**config.mk**
```make
export PLATFORM = sky130hd
export DESIGN_NAME = i2c_trip_target
export DESIGN_NICKNAME = d
export VERILOG_FILES = /design/src/rtl/i2c_trip_pkg.sv /design/src/rtl/i2c_line_sync.sv /design/src/rtl/i2c_reg_bank.sv /design/src/rtl/i2c_trip_target.sv
export SDC_FILE = /design/constraint.sdc
export NUM_CORES = 1
export LEC_CHECK = 0
export CAP_MARGIN = 5
export CORE_MARGIN = 2
export CORE_UTILIZATION = 55
export CTS_CLUSTER_DIAMETER = 60
export CTS_CLUSTER_SIZE = 25
export DETAILED_ROUTE_END_ITERATION = 8
export DONT_BUFFER_PORTS = 1
export GPL_TIMING_DRIVEN = 0
export PLACE_DENSITY = 0.72
export SLEW_MARGIN = 40
export SYNTH_ARGS = -nofsm -noshare
export SYNTH_HDL_FRONTEND = slang
export SYNTH_SLANG_ARGS = --single-unit
```
**constraint.sdc**
```tcl
create_clock -name clk -period 5.2 [get_ports clk]
set_input_delay 0.26 -clock clk [delete_from_list [all_inputs] [get_ports clk]]
set_output_delay 0.26 -clock clk [all_outputs]
set_load 0.03 [all_outputs]
```
**src/rtl/i2c_trip_pkg.sv**
```systemverilog
package i2c_trip_pkg;
  typedef enum logic [3:0] {
    ST_IDLE,
    ST_DEV,
    ST_DEV_ACK,
    ST_PTR,
    ST_PTR_ACK,
    ST_WR,
    ST_WR_ACK,
    ST_RD,
    ST_RD_ACK
  } tgt_state_e;

  localparam logic [7:0] TRIP_SET_PTR = 8'h01;
  localparam logic [7:0] TRIP_CLR_PTR = 8'h03;
  localparam logic [7:0] TRIP_KEY     = 8'h00;
  localparam int         LINE_SCL     = 0;
  localparam int         LINE_SDA     = 1;
endpackage

```
**src/rtl/i2c_line_sync.sv**
```systemverilog
module i2c_line_sync #(
  parameter int N_LINES = 2,
  parameter int STAGES  = 2
) (
  input  logic               clk,
  input  logic               rst,
  input  logic [N_LINES-1:0] raw_i,
  output logic [N_LINES-1:0] lvl_o,
  output logic [N_LINES-1:0] lvl_q_o,
  output logic [N_LINES-1:0] rise_o,
  output logic [N_LINES-1:0] fall_o
);
  for (genvar g = 0; g < N_LINES; g++) begin : g_line
    logic [STAGES-1:0] chain;
    logic              last;
    always_ff @(posedge clk) begin
      if (rst) begin
        chain <= '1;
        last  <= 1'b1;
      end else begin
        chain <= {chain[STAGES-2:0], raw_i[g]};
        last  <= chain[STAGES-1];
      end
    end
    assign lvl_o[g]   = chain[STAGES-1];
    assign lvl_q_o[g] = last;
    assign rise_o[g]  = chain[STAGES-1] & ~last;
    assign fall_o[g]  = ~chain[STAGES-1] & last;
  end
endmodule

```
**src/rtl/i2c_reg_bank.sv**
```systemverilog
module i2c_reg_bank #(
  parameter int NREG = 4,
  parameter int DW   = 8,
  localparam int AW  = (NREG > 1) ? $clog2(NREG) : 1
) (
  input  logic               clk,
  input  logic               rst,
  input  logic               we_i,
  input  logic [AW-1:0]      waddr_i,
  input  logic [DW-1:0]      wdata_i,
  input  logic [AW-1:0]      raddr_i,
  output logic [DW-1:0]      rdata_o,
  output logic [NREG*DW-1:0] flat_o
);
  logic [DW-1:0] mem [NREG];

  always_ff @(posedge clk) begin
    if (rst) begin
      for (int i = 0; i < NREG; i++) mem[i] <= '0;
    end else if (we_i) begin
      mem[waddr_i] <= wdata_i;
    end
  end

  assign rdata_o = mem[raddr_i];

  for (genvar g = 0; g < NREG; g++) begin : g_flat
    assign flat_o[g*DW +: DW] = mem[g];
  end
endmodule

```
**src/rtl/i2c_trip_target.sv**
```systemverilog
module i2c_trip_target
  import i2c_trip_pkg::*;
#(
  parameter logic [6:0] DEV_ADDR    = 7'h50,
  parameter int         NREG        = 4,
  parameter int         SYNC_STAGES = 2
) (
  input  logic            clk,
  input  logic            rst,
  input  logic            scl_i,
  input  logic            sda_i,
  input  logic            prog_en_i,
  output logic            sda_oe_o,
  output logic [NREG*8-1:0] ctrl_regs_o,
  output logic            trip_set_o,
  output logic            trip_reset_o
);
  localparam int AW = (NREG > 1) ? $clog2(NREG) : 1;

  logic [1:0] lvl, lvl_q, rise, fall;
  logic       scl_rise, scl_fall, sda_s, start_c, stop_c;
  tgt_state_e state;
  logic [3:0] bitcnt;
  logic [7:0] shreg, ptr;
  logic       dir_rd, acked, arm_set, arm_clr;
  logic       in_range, we;
  logic [7:0] rdata, rd_byte;

  i2c_line_sync #(.N_LINES(2), .STAGES(SYNC_STAGES)) u_sync (
    .clk(clk), .rst(rst), .raw_i({sda_i, scl_i}),
    .lvl_o(lvl), .lvl_q_o(lvl_q), .rise_o(rise), .fall_o(fall)
  );

  assign scl_rise = rise[LINE_SCL];
  assign scl_fall = fall[LINE_SCL];
  assign sda_s    = lvl[LINE_SDA];
  assign start_c  = fall[LINE_SDA] & lvl[LINE_SCL] & lvl_q[LINE_SCL];
  assign stop_c   = rise[LINE_SDA] & lvl[LINE_SCL] & lvl_q[LINE_SCL];

  assign in_range = (ptr < 8'(NREG));
  assign rd_byte  = in_range ? rdata : 8'h00;
  assign we       = (state == ST_WR) && !start_c && !stop_c && !scl_rise &&
                    scl_fall && (bitcnt == 4'd8) && in_range;

  i2c_reg_bank #(.NREG(NREG), .DW(8)) u_bank (
    .clk(clk), .rst(rst), .we_i(we), .waddr_i(ptr[AW-1:0]), .wdata_i(shreg),
    .raddr_i(ptr[AW-1:0]), .rdata_o(rdata), .flat_o(ctrl_regs_o)
  );

  always_ff @(posedge clk) begin
    if (rst) begin
      state        <= ST_IDLE;
      bitcnt       <= '0;
      shreg        <= '0;
      ptr          <= '0;
      dir_rd       <= 1'b0;
      acked        <= 1'b0;
      arm_set      <= 1'b0;
      arm_clr      <= 1'b0;
      sda_oe_o     <= 1'b0;
      trip_set_o   <= 1'b0;
      trip_reset_o <= 1'b0;
    end else begin
      trip_set_o   <= 1'b0;
      trip_reset_o <= 1'b0;
      if (start_c) begin
        state    <= ST_DEV;
        bitcnt   <= '0;
        sda_oe_o <= 1'b0;
        arm_set  <= 1'b0;
        arm_clr  <= 1'b0;
      end else if (stop_c) begin
        state        <= ST_IDLE;
        sda_oe_o     <= 1'b0;
        trip_set_o   <= arm_set & prog_en_i;
        trip_reset_o <= arm_clr & prog_en_i;
        arm_set      <= 1'b0;
        arm_clr      <= 1'b0;
      end else begin
        case (state)
          ST_DEV, ST_PTR, ST_WR: begin
            if (scl_rise) begin
              shreg  <= {shreg[6:0], sda_s};
              bitcnt <= bitcnt + 4'd1;
            end else if (scl_fall && bitcnt == 4'd8) begin
              bitcnt <= '0;
              if (state == ST_DEV) begin
                if (shreg[7:1] == DEV_ADDR) begin
                  sda_oe_o <= 1'b1;
                  dir_rd   <= shreg[0];
                  state    <= ST_DEV_ACK;
                end else begin
                  state <= ST_IDLE;
                end
              end else if (state == ST_PTR) begin
                sda_oe_o <= 1'b1;
                ptr      <= shreg;
                state    <= ST_PTR_ACK;
              end else begin
                sda_oe_o <= 1'b1;
                arm_set  <= prog_en_i && ptr == TRIP_SET_PTR && shreg == TRIP_KEY;
                arm_clr  <= prog_en_i && ptr == TRIP_CLR_PTR && shreg == TRIP_KEY;
                ptr      <= ptr + 8'd1;
                state    <= ST_WR_ACK;
              end
            end
          end
          ST_DEV_ACK: if (scl_fall) begin
            bitcnt <= '0;
            if (dir_rd) begin
              shreg    <= rd_byte;
              sda_oe_o <= ~rd_byte[7];
              state    <= ST_RD;
            end else begin
              sda_oe_o <= 1'b0;
              state    <= ST_PTR;
            end
          end
          ST_PTR_ACK, ST_WR_ACK: if (scl_fall) begin
            sda_oe_o <= 1'b0;
            state    <= ST_WR;
          end
          ST_RD: if (scl_fall) begin
            if (bitcnt == 4'd7) begin
              sda_oe_o <= 1'b0;
              ptr      <= ptr + 8'd1;
              state    <= ST_RD_ACK;
            end else begin
              sda_oe_o <= ~shreg[6];
              shreg    <= {shreg[6:0], 1'b0};
              bitcnt   <= bitcnt + 4'd1;
            end
          end
          ST_RD_ACK: begin
            if (scl_rise) begin
              acked <= ~sda_s;
            end else if (scl_fall) begin
              bitcnt <= '0;
              if (acked) begin
                shreg    <= rd_byte;
                sda_oe_o <= ~rd_byte[7];
                state    <= ST_RD;
              end else begin
                state <= ST_IDLE;
              end
            end
          end
          default: ;
        endcase
      end
    end
  end
endmodule

```
# == Word-level counts from Yosys, hierarchy flattened ==
# Memories as Yosys holds them, arrays and structs flattened. A register that Yosys moved wholly into a read port is not among the register bits.
# Cells that the tools add are included.
# totals
reg_bits,37
latch_bits,0
ram_bits,32
mem_bits_ro,0
inputBits,5
out_inout_bits,35
wordCells,174
n_memories,1
# memory_table
memory,words,word_bits,read_ports,rd_clocked_by_memory_dff,write_ports,line,source
u_bank.mem,4,8,5,1,4,i2c_reg_bank.sv:15,logic [DW-1:0] mem [NREG];
# classes
addsub,2
multipliers,0
n_div,0
order_cmp,1
eq_ne,36
n_shift,0
n_mux,63
bitwise_logic,21
n_reduce_logical,34
# ops
operator,count
$mux 8,16
$mux 4,15
$ne 4x4->1 const B,8
$pmux 8 s4,1
$ne 2x2->1 const B,13
$eq 4x3->1 const B,5
$mux 1,20
$pmux 4 s5,1
$reduce_and 9->1,2
$pmux 4 s4,1
$pmux 8 s2,1
$logic_and 1x1->1,11
$not 1->1,11
$reduce_and 11->1,1
$and 1x1->1,10
$mux 2,5
$reduce_and 10->1,1
$reduce_or 3->1,3
$add 8x1->8 const B,1
$eq 4x2->1 const B,2
$eq 4x4->1 const B,2
$eq 8x1->1 const B,1
$eq 8x2->1 const B,1
$logic_not 8->1,1
19 further kinds,24

# == Depth between registers and ports, before layout ==
# Gate-level depths: netlist of the first run.
# depth
depth_word,16
mapped_depth,8
mapped_depth_nobuf,6

# == Cells and area by module ==
# A second synthesis of the first run with hierarchy kept.
# unflattened
cells_unflattened,383
hier_area_um2,3887.5
# by_module_without_submodules
module,n_inst,cells_each,area_per_inst_um2,seq_area_each_um2
i2c_trip_target,1,279,2199.6,620.6
i2c_reg_bank,1,84,1475.2,960.9
i2c_line_sync,1,20,212.7,120.1

# == Worst setup path after synthesis of the first run ==
# Ideal clock, no wire load.
# synth_path
path_type,register to register
from,register state[3]
to,"memory u_bank.mem[3][0], enable pin"
setup_time_ns,0.398
arrival_time_ns,1.946
required_time_ns,4.802
setup_slack_ns,2.856
stages_incl_launch_ff,5
n_path_buf,1
synth_period_minus_slack_ns,2.344
cell_sequence,dfxtp_1 buf_2 and4bb_2 nand3_1 o41ai_1
# synth_lines
element,line,source
start: declaration,i2c_trip_target.sv:22,tgt_state_e state;
start signal: assignment,i2c_trip_target.sv:52,state <= ST_IDLE;
start signal: assignment,i2c_trip_target.sv:67,state <= ST_DEV;
start signal: assignment,i2c_trip_target.sv:73,state <= ST_IDLE;
end: declaration,i2c_reg_bank.sv:15,

==> results of run 1 <==
[cells by family (layout without fill, tap and decap cells)]
group                    Yosys count  after routing  share of synthesized area
AND/OR/NAND/NOR                  158            158                     0.2523
AO/OA/AOI/OAI                    101            101                     0.1747
flip-flops                        71             71                     0.4503
buffers and inverters             29             47                    0.04562
multiplexers                      12             12                    0.05726
adder cells (fa/ha/maj)            4              4                    0.01294
XOR/XNOR                           3              3                   0.006795
[routing by layer]
layer	global-route usage	up-vias	share of wire
li1	-	1442	-
met1	0.3700	1430	0.44
met2	0.3726	151	0.45
met3	0.05844	27	0.088
met4	0.08671	0	0.024
met5	0	-	0
[placed cells by master, fill, tap and decap left out, types with 9 or more instances in the layout]
| cell type | count |
|---|---|
| edfxtp_1 | 32 |
| o21ai_0 | 21 |
| nor2_1 | 16 |
| a21oi_1 | 31 |
| nand3_1 | 13 |
| nor2b_1 | 11 |
| or2_2 | 9 |
| buf_2 | 11 |
| and2_1 | 35 |
| dfxtp_1 | 39 |
| clkbuf_8 | 9 |
| nand2_1 | 28 |
[report_power, final]
group | switching (µW) | internal (µW) | leakage [µW]
Clock | 218 | 174 | 0.0000760
Combinational | 407 | 277 | 0.000680
Sequential | 108 | 640 | 0.000620
[state kept, by name, indices dropped and copies added, names as in the netlist, named ones only]
name,count
dir_rd,1
ptr,8
state,4
u_sync.g_line.chain,4
u_sync.g_line.last,2
shreg,8
acked,1
arm_clr,1
bitcnt,4
u_bank.mem,32
trip_reset_o,1
sda_oe_o,1
arm_set,1
trip_set_o,1
[cell type report]
class | count | area, µm²
fillers | 568 | 2621
clock buffers | 11 | 131.4
plain buffers | 22 | 150.1
well taps | 96 | 120.1
repair buffers | 2 | 10.01
flip-flops and latches | 71 | 1742
clock inverters | 5 | 36.28
inverters | 7 | 26.28
multi-input cells | 278 | 1957
[per-stage QoR]
step | power (µW) | util | cell area, µm² | cells
floorplan | 1264 | - | 3867 | 378
global placement | 1414 | 0.5869 | 3988 | 474
detailed placement | 1423 | 0.5895 | 4005 | 476
CTS | 1812 | 0.6142 | 4173 | 492
global route | 1927 | 0.6142 | 4173 | 492
finish | 1824 | 0.6142 | 4173 | 492
[worst max-delay path: stages (launching register included)]
cell	delay (ns)
dfxtp_1	0.36
nor4_2	0.51
nand2_1	0.26
nor3_4	0.47
nor3b_4	0.46
or2_2	0.32
[path summary, 6_finish.rpt]
kind / startpoint / to / slack (ns) / cells past startpoint
worst max register to register: ptr[2] / u_bank.mem[0][7] / 2.51 / 5
worst min register to register: u_sync.g_line[0].chain[0] / u_sync.g_line[0].chain[1] / 0.41 / 1
worst max-delay path: ptr[2] / u_bank.mem[0][7] / 2.51 / 5
worst min-delay path: sda_i / u_sync.g_line[1].chain[0] / 0.02 / 1
==> implementation parameters, run 1 <==
Parameter                              Value

Die
  Die Y ... between 80 and 90 µm
  Area of the core ... 0.006794 mm²
  Die area ... between 0.007 and 0.008 mm²
  Width of the die ... 87.86 µm
  Effective utilization at floorplan ... 0.5692
  Ports placed on the boundary ... 40
  Rows ... 30

Power
  Power density relative to cell area ... between 400 and 500 mW/mm²
  Leak Pwr ... 0.001377 µW
  Peak VDD IR ... between 150 and 200 µV

Detailed routing
  Routed vias/inst ... ~6.2
  Iteration-0 DRC count of the detailed router ... approximately 380
  Wire length reported by the detailed router ... between 9000 and 10000 µm
  DRT antenna net count ... 0
  First-pass iteration count of the detailed router ... 5
  Via total after detailed routing ... between 3000 and 4000
  # DRC ... 0
  DR WL/cell ... ~19 µm

STA
  Post-route clock period utilization ... 0.5180
  Minimum clock period ... roughly 2.7 ns
  Worst hold margin ... roughly 0.015 ns
  Max Transition Viols Final ... 0
  Slew headroom ... 0.6157
  Final Worst Setup Slack ... 2.506 ns
  Final-layout setup total negative slack ... 0 ns
  Final hold violation count ... 0
  Worst-Margin Slew ... about 0.57 ns
  Maximum clock skew at final layout ... roughly 0.011 ns
  Maximum operating frequency ... 371.2 MHz
  Final setup fails ... 0
  RSZ-0062 raised after global routing ... false

Synthesis
  Number of warnings reported in the yosys synthesis log ... 0
  Most used flip-flop cell after synthesis ... dfxtp_1
  Largest cells by area after synthesis ... edfxtp_1 (25%), dfxtp_1 (20%), and2_1 (5.7%)
  EDFF count, synth ... 32
  Sequential element share of the synthesized area ... 0.4503
  Post-synthesis async set-or-reset flop share ... 0
  Post-synthesis area per instance ... ~10 µm²
  Library cell with the highest instance count after synthesis ... dfxtp_1
  Post-Synthesis Cell Area ... approximately 0.0039 mm²
  Synth area leader ... edfxtp_1
  Post-synth net total ... ~390
  Leading post-synthesis cells by instance count ... dfxtp_1 (39), and2_1 (35), edfxtp_1 (32)
  Area share of the largest cell type after synthesis ... 0.2485
  Flop and latch count out of synthesis ... 71
  Synth Instances ... 378
  Distinct cell type count of the synthesized netlist ... between 60 and 70

Flow run
  Max Cap Viol ... 0

Global routing
  Maximum number of pins on one net before global-route repair ... 14
  All-layer global routing usage ... 0.2540
  Via count of the first global-routing pass ... between 2000 and 3000
  Residual overflow from global routing ... 0
  Initial antenna violation count ... 0
  Wire length of the first global-routing pass ... approximately 15000 µm

Place
  Weighted congestion reported at the end of routability-driven placement ... 0.9621
  Worst slack after detailed placement ... 2.506 ns
  Number of port buffers ... 0
  Detailed placer's ending HPWL ... 6739 µm

Clocking
  Clock sink total ... between 70 and 80
  Clock buffer count from CTS ... 9
  Clock network latency to the later pin of the worst-skew pair ... about 0.35 ns
  H-tree levels ... 3
  Root cell of the clock tree ... clkbuf_8
  Bufs on Longest Clock Path ... 2
  Clock tree from TritonCTS ... yes
  Clock transition at the registers of the reported paths ... around 0.080 ns
  Hold Buf Count CTS ... 0
  Total setup buffers inserted after CTS ... 0
  # resized after CTS ... 0

Setup path
  Data arrival at the endpoint of the critical path ... 2.74 ns
  Peak fanout along the critical path ... 10
  Setup crit end kind ... register
  Worst Setup Start Kind ... register
  Required time at the worst-slack endpoint ... between 5 and 6 ns
  Type of the worst setup path ... reg2reg

Final layout
  Number of inserted diodes ... 0
  Share of layout cells above drive strength 1 ... 0.1742
  Final Net Count ... 400
  Layout Area Growth over Synthesis ... 7.894%

Run status
  Outcome ... completed

Worst hold path
  Worst hold path class ... in2reg
(Power assumes the default switching activity.)
==> inputs of run 2 (changes only) <==
--- a/config.mk
+++ b/config.mk
@@ -5,6 +5,7 @@
 export SDC_FILE = /design/constraint.sdc
 export NUM_CORES = 1
 export LEC_CHECK = 0
+export ABC_AREA = 1
 export CAP_MARGIN = 5
 export CORE_MARGIN = 2
 export CORE_UTILIZATION = 55
==> constraint.sdc (replaced) <==
create_clock -name clk -period 2.8 [get_ports clk]
set_input_delay 0.14 -clock clk [delete_from_list [all_inputs] [get_ports clk]]
set_output_delay 0.14 -clock clk [all_outputs]
set_load 0.03 [all_outputs]
==> run 2 against run 1 <==
  * Sequential power increased by 70%
  * Maximum frequency rose by 23%
  * Area after synthesis up 6.0%
  * Synthesized cell count up 48%
  * Via count up 20%
  * Power is 83% higher
  * Flip-flop and latch count stayed put
  * Cell area rose by 6.9%
  * First-iteration DRC count fell by 35%
==> implementation parameters, run 2 <==
Parameter                              Value

Run status
  Outcome ... completed

Synthesis
  EDFF count, synth ... 32 (unchanged)
  Post-synth net total ... 567 (+47%)
  Post-synthesis area per instance ... 7.348 µm² (-28%)
  Area share of the largest cell type after synthesis ... 0.2344 (-0.01410)
  Post-Synthesis Cell Area ... 0.004100 mm² (+6.0%)
  Post-synthesis async set-or-reset flop share ... 0 (unchanged)
  Number of warnings reported in the yosys synthesis log ... 0 (unchanged)
  Largest cells by area after synthesis ... edfxtp_1 (23%), dfxtp_1 (19%), nand2_1 (11%)
  Most used flip-flop cell after synthesis ... dfxtp_1
  Library cell with the highest instance count after synthesis ... nand2_1
  Synth area leader ... edfxtp_1
  Distinct cell type count of the synthesized netlist ... 36 (-43%)
  Flop and latch count out of synthesis ... 71 (unchanged)
  Leading post-synthesis cells by instance count ... nand2_1 (124), nor2_1 (121), inv_1 (44)
  Synth Instances ... 558 (+48%)
  Sequential element share of the synthesized area ... 0.4248 (-0.02556)

Global routing
  Wire length of the first global-routing pass ... 16370 µm (+11%)
  Residual overflow from global routing ... 0 (unchanged)
  Initial antenna violation count ... 0 (unchanged)
  Via count of the first global-routing pass ... 3453 (+25%)
  All-layer global routing usage ... 0.2509 (-0.003068)
  Maximum number of pins on one net before global-route repair ... 14 (unchanged)

Die
  Die area ... 0.008161 mm² (+5.7%)
  Width of the die ... 90.34 µm (+2.8%)
  Area of the core ... 0.007253 mm² (+6.8%)
  Rows ... 31 (+3.3%)
  Die Y ... 90.34 µm (+2.8%)
  Effective utilization at floorplan ... 0.5653 (-0.003953)
  Ports placed on the boundary ... 40 (unchanged)

Power
  Power density relative to cell area ... 749.6 mW/mm² (+71%)
  Final Power ... 3344 µW (+83%)
  Leak Pwr ... 0.001877 µW (+36%)
  Peak VDD IR ... 453.8 µV (+130%)

Final layout
  Count of filler cells inserted in the layout ... 690 (+21%)
  Layout Area Growth over Synthesis ... 8.789%
  Most flops, register ... u_bank.mem
  Layout Cell Area excl Fill ... 0.004461 mm² (+6.9%)
  Commonest non-fill, non-tap cell in the layout ... nand2_1
  Fin util ... 0.6150 (+0.0007930)
  Number of inserted diodes ... 0 (unchanged)
  Final Net Count ... 581 (+45%)
  Share of layout cells above drive strength 1 ... 0.1525 (-0.02173)
  Flip-flop count of the largest register after layout ... 32 (unchanged)
  Largest registers ranked by flip-flop count ... u_bank.mem: 32 flops, ptr: 8 flops, shreg: 8 flops
  Most used cells in the layout excluding fill and tap cells ... nand2_1 (124), nor2_1 (121), inv_1 (44), nand3_1 (43), dfxtp_1 (39)

Place
  Placement-stage cell area ... 0.004224 mm² (+5.5%)
  Detailed placer's ending HPWL ... 7391 µm (+9.7%)
  Weighted congestion reported at the end of routability-driven placement ... 0.9391 (-2.4%)
  Number of port buffers ... 0 (unchanged)

Detailed routing
  Wire length reported by the detailed router ... 9901 µm (+7.3%)
  Via total after detailed routing ... 3659 (+20%)
  DRT antenna net count ... 0 (unchanged)
  DR WL/cell ... 14.65 µm (-22%)
  Routed vias/inst ... 5.413 (-13%)
  Iteration-0 DRC count of the detailed router ... 244 (-35%)
  # DRC ... 0 (unchanged)
  First-pass iteration count of the detailed router ... 5 (unchanged)

Clocking
  Clock network latency to the later pin of the worst-skew pair ... 0.34 ns (about the same)
  Root cell of the clock tree ... clkbuf_8
  H-tree levels ... 3 (unchanged)
  Clock tree from TritonCTS ... yes
  Clock buffer count from CTS ... 9 (unchanged)
  Bufs on Longest Clock Path ... 2 (unchanged)
  Clock transition at the registers of the reported paths ... 0.08 ns (about the same)
  Clock sink total ... 71 (unchanged)

STA
  Worst-Margin Slew ... 0.6906 ns (+0.1204 ns)
  Final hold violation count ... 0 (unchanged)
  Max Transition Viols Final ... 0 (unchanged)
  Final-layout setup total negative slack ... 0 ns (unchanged)
  Worst hold margin ... 0.2156 ns (+0.2002 ns)
  Maximum clock skew at final layout ... 0.009233 ns (-0.001406 ns)
  Minimum clock period ... 2.196 ns (-0.4976 ns)
  Maximum operating frequency ... 455.4 MHz (+23%)
  Final setup fails ... 0 (unchanged)
  Post-route clock period utilization ... 0.7843 (+0.2663)
  Slew headroom ... 0.5365 (-0.07919)
  RSZ-0062 raised after global routing ... false

Flow run
  Max Cap Viol ... 0 (unchanged)

Setup path
  Setup crit end kind ... register
  Data arrival at the endpoint of the critical path ... 2.18 ns (-0.56 ns)
  Worst Setup Start Kind ... register
  Type of the worst setup path ... reg2reg
  Required time at the worst-slack endpoint ... 2.78 ns (-2.46 ns)
  Peak fanout along the critical path ... 9 (-1)
  Worst R2R Path Depth ... 6 (+1)

Worst hold path
  Hold Path Depth ... 2 (+1)
  Worst hold path class ... in2reg
[run 2: metrics by stage]
stage / setup WS, ns / instances
floorplan: 0.7620 / 558
global placement: 0.4195 / 657
detailed placement: 0.6584 / 657
CTS: 0.6446 / 676
global route: 0.4355 / 676
finish: 0.6039 / 676
[run 2: worst paths after layout]
| check | start | endpoint | slack (ns) |
|---|---|---|---|
| worst min-delay path | rst | ptr[7] | 0.22 |
| worst max-delay path | bitcnt[0] | u_bank.mem[1][3] | 0.60 |
| worst max register to register | bitcnt[0] | u_bank.mem[1][3] | 0.60 |
| worst min register to register | u_sync.g_line[0].chain[0] | u_sync.g_line[0].chain[1] | 0.42 |
[run 2: cells by family (layout without fill, tap and decap cells)]
kind of cell,Yosys count,in the layout,synth area share
AND/OR/NAND/NOR,352,352,0.4074
flip-flops,71,71,0.4248
buffers and inverters,69,88,0.07232
AO/OA/AOI/OAI,59,59,0.07690
adder cells (fa/ha/maj),4,4,0.01221
XOR/XNOR,3,3,0.006409
[run 2: per-layer routing]
layer	track usage	vias to the layer above	wire (µm)
met1	0.3228	1651	4344
met5	0	-	0
met2	0.4085	151	4548
met4	0.1192	0	326
met3	0.04758	27	682
li1	-	1830	-
[run 2: timing repair]
action | CTS | global route
gates resized for setup | 0 | 0
hold buffers | 3 | 0
endpoints found under the hold margin | 6 | 0
buffers inserted | 0 | 0
[run 2: area by class of cell]
type / count / area, µm² / area share
flip-flops and latches: 71 / 1742 / 0.3905
repair buffers: 3 / 30.03 / 0.006732
multi-input cells: 418 / 2062 / 0.4623
well taps: 99 / 123.9 / 0.02777
plain buffers: 14 / 85.08 / 0.01907
clock inverters: 6 / 68.82 / 0.01543
inverters: 55 / 211.5 / 0.04741
clock buffers: 10 / 137.6 / 0.03086
[run 2: power by group]
group	switching, µW	leakage, µW	internal [µW]
Clock	410	0.0000912	438
Combinational	838	0.00114	383
Sequential	109	0.000648	1160
Total	1360	0.00188	1990
[run 2: worst max-delay path, cell delays in order (launching register included)]
cell and delay [ns]:
dfxtp_1 0.37, inv_1 0.09, ha_1 0.17, nand3_1 0.18
nor2_4 0.23, nand4_4 0.19, o21ai_1 0.60
==> inputs of run 3 (changes only) <==
--- a/config.mk
+++ b/config.mk
@@ -5,7 +5,7 @@
 export SDC_FILE = /design/constraint.sdc
 export NUM_CORES = 1
 export LEC_CHECK = 0
-export ABC_AREA = 1
+export ABC_AREA = 0
 export CAP_MARGIN = 5
 export CORE_MARGIN = 2
 export CORE_UTILIZATION = 55
@@ -14,7 +14,7 @@
 export DETAILED_ROUTE_END_ITERATION = 8
 export DONT_BUFFER_PORTS = 1
 export GPL_TIMING_DRIVEN = 0
-export PLACE_DENSITY = 0.72
+export PLACE_DENSITY = 0.75
 export SLEW_MARGIN = 40
 export SYNTH_ARGS = -nofsm -noshare
 export SYNTH_HDL_FRONTEND = slang
==> constraint.sdc (replaced) <==
create_clock -name clk -period 2 [get_ports clk]
set_input_delay 0.1 -clock clk [delete_from_list [all_inputs] [get_ports clk]]
set_output_delay 0.1 -clock clk [all_outputs]
set_load 0.03 [all_outputs]
==> run 3 against run 2 <==
  * The flow now finishes with violations (negative setup slack)
  * Non-clock buffer count grew 29
  * Via count down 9.2%
  * Combinational power grew 71%
  * Maximum frequency rose by 5.7%
  * Largest power group is now combinational cells
==> implementation parameters, run 3 (synthesis results as in run 1) <==
Parameter                              Value

Setup path
  Peak fanout along the critical path ... 5 (-4)
  Data arrival at the endpoint of the critical path ... 2.32 ns (+0.14 ns)
  Required time at the worst-slack endpoint ... 2.24 ns (-0.54 ns)
  Chain of cells forming the critical path ... buf_6 > buf_4 > or2_4 > a31o_1 > a211oi_1 > a21oi_1 > mux2i_1
  Number of buffers and inverters on the critical path ... 2 (+1)
  Setup crit end kind ... register
  Worst Setup Start Kind ... register
  Critical Path Slowest Stage Cell ... a211oi_1
  Cell family contributing the most delay on the critical path ... compound AO/OA/AOI/OAI gates
  Critical Path Max Stage Delay ... 0.53 ns (-0.07 ns)
  Type of the worst setup path ... reg2reg

Final layout
  Number of inserted diodes ... 0 (unchanged)
  Count of filler cells inserted in the layout ... 493 (-29%)
  Flip-flop and latch area ... 0.001755 mm² (+0.79%)
  Largest registers ranked by flip-flop count ... u_bank.mem: 32 flops, ptr: 8 flops, shreg: 8 flops
  Most used cells in the layout excluding fill and tap cells ... and2_1 (35), dfxtp_1 (32), edfxtp_1 (32), a21oi_1 (31), nand2_1 (26)
  Most flops, register ... u_bank.mem
  Layout Cell Area excl Fill ... 0.004562 mm² (+2.3%)
  Layout Area Growth over Synthesis ... 17.96%
  Flip-flop count of the largest register after layout ... 32 (unchanged)
  Multi-input gate area in the final layout ... 0.002100 mm² (+1.8%)
  Final Net Count ... 422 (-27%)
  Commonest non-fill, non-tap cell in the layout ... and2_1
  Number of standard cells in the layout, taps in and fillers out ... 514 (-24%)
  Fin util ... 0.6715 (+0.05648)
  Share of layout cells above drive strength 1 ... 0.2775 (+0.1250)

Place
  Weighted congestion reported at the end of routability-driven placement ... 0.9925 (+5.7%)
  Placement-stage cell area ... 0.004006 mm² (-5.2%)
  Post-placement cell count ... 474 (-28%)
  Number of port buffers ... 0 (unchanged)
  Detailed placer's ending HPWL ... 6719 µm (-9.1%)

Clocking
  Clock network latency to the later pin of the worst-skew pair ... 0.37 ns (+0.03 ns)
  Clock sink total ... 71 (unchanged)
  Clock buffer count from CTS ... 9 (unchanged)
  Root cell of the clock tree ... clkbuf_8
  Clock transition at the registers of the reported paths ... 0.08 ns (about the same)
  Clock tree from TritonCTS ... yes
  H-tree levels ... 3 (unchanged)
  Bufs on Longest Clock Path ... 2 (unchanged)

Global routing
  Wire length of the first global-routing pass ... 15440 µm (-5.7%)
  Maximum number of pins on one net before global-route repair ... 17 (+3)
  Residual overflow from global routing ... 0 (unchanged)
  Initial antenna violation count ... 0 (unchanged)
  Via count of the first global-routing pass ... 2882 (-17%)
  All-layer global routing usage ... 0.2668 (+0.01585)

STA
  Final Worst Setup Slack ... -0.07838 ns (-0.6823 ns)
  RSZ-0062 raised after global routing ... true
  Max Transition Viols Final ... 0 (unchanged)
  Final hold violation count ... 0 (unchanged)
  Final setup fails ... 11 (+11)
  Post-route clock period utilization ... 1.039 (+0.2549)
  Slew headroom ... 0.5946 (+0.05813)
  Maximum clock skew at final layout ... 0.01535 ns (+0.006119 ns)
  Minimum clock period ... 2.078 ns (-0.1177 ns)
  Maximum operating frequency ... 481.1 MHz (+5.7%)
  Worst hold margin ... 0.07462 ns (-0.1410 ns)
  Worst-Margin Slew ... 0.6044 ns (-0.08620 ns)

Detailed routing
  Iteration-0 DRC count of the detailed router ... 429 (+76%)
  Wire length reported by the detailed router ... 10330 µm (+4.3%)
  DRT antenna net count ... 0 (unchanged)
  Via total after detailed routing ... 3321 (-9.2%)
  First-pass iteration count of the detailed router ... 6 (+1)
  # DRC ... 0 (unchanged)
  Routed vias/inst ... 6.461 (+19%)
  DR WL/cell ... 20.09 µm (+37%)

Power
  Power density relative to cell area ... 1144 mW/mm² (+53%)
  Proportion of power drawn by the clock network ... 0.222 (-0.032)
  Peak VDD IR ... 498.8 µV (+9.9%)
  Internal power contribution ... 3066 µW (+54%)
  Net Sw Power ... 2155 µW (+59%)
  Leak Pwr ... 0.001550 µW (-17%)
  Part of the power in combinational logic ... 0.400 (+0.035)
  Switching power as a share of total power ... 0.4127 (+0.006762)
  Power share of the sequential group ... 0.377 (-0.004)

Die
  Rows ... 30 (-3.2%)
  Ports placed on the boundary ... 40 (unchanged)
  Die Y ... 87.86 µm (-2.8%)
  Die area ... 0.007719 mm² (-5.4%)
  Area of the core ... 0.006794 mm² (-6.3%)
  Width of the die ... 87.86 µm (-2.8%)
  Effective utilization at floorplan ... 0.5692 (+0.003953)

Worst hold path
  Worst hold path class ... in2reg

Run status
  Outcome ... complete, but fails checks
  Violations in the final reports ... negative setup slack

Flow run
  Max Cap Viol ... 0 (unchanged)
run 3: changes by cell type in the layout (fill, tap and decap cells not counted), sizes merged, moves of 8 or more:
cell,before,now
a21oi,24,34
a311oi,0,8
and2,0,35
buf,12,37
inv,55,12
mux4,0,8
nand2,140,28
nand3,50,13
nor2,138,16
nor2b,0,11
o21ai,30,22
run 3: path summary, 6_finish.rpt:
check | startpoint | endpoint | slack (ns) | cells past startpoint
setup reg to reg | state[0] | state[0] | -0.08 | 7
hold / removal | rst | state[0] | 0.07 | 3
setup / recovery | state[0] | state[0] | -0.08 | 7
hold reg to reg | u_sync.g_line[0].chain[0] | u_sync.g_line[0].chain[1] | 0.41 | 1
run 3: worst register-to-register path: stages (launching register included):
cell and delay [ns]:
dfxtp_1 0.32, buf_6 0.13, buf_4 0.15, or2_4 0.25, a31o_1 0.25, a211oi_1 0.53, a21oi_1 0.19, mux2i_1 0.16
run 3: cell type report:
cell class                 count  share of cell area
clock buffer                   9             0.02715
tap                           96             0.02633
clock inverter                 7             0.01563
multi-input combinational    278              0.4602
inverter                       7            0.005760
timing repair buffer          25             0.04580
sequential                    71              0.3848
buffer                        21             0.03428
run 3: repair_timing:
action                     4_1_cts  5_1_grt
buffers inserted                 9       14
hold endpoints to repair         2        0
pin swaps                        7       15
resized for setup               16       29
hold buffers                     2        0
setup endpoints to repair       61       59
run 3: per-layer routing:
layer	global-route usage	share of wire	up-vias
met5	0	0	-
met4	0.09091	0.021	0
met3	0.06032	0.092	25
met2	0.3933	0.47	180
met1	0.3892	0.41	1622
li1	-	-	1494
run 3: power groups by stage:
stage / Sequential (µW) / Clock, µW / Combinational [µW]
floorplan: 1890 / 0 / 1400
global placement: 1990 / 0 / 1700
detailed placement: 1990 / 0 / 1740
CTS: 1960 / 1170 / 1790
global route: 1990 / 1230 / 2240
finish: 1970 / 1160 / 2090
run 3: stage by stage:
step / TNS (ns) / power, µW / setup WS [ns]
floorplan: 0 / 3288 / 0.007278
global placement: -16.37 / 3687 / -0.4732
detailed placement: -17.90 / 3726 / -0.5381
CTS: 0 / 4925 / 0.001126
global route: -1.556 / 5463 / -0.1119
finish: -0.3044 / 5221 / -0.07838
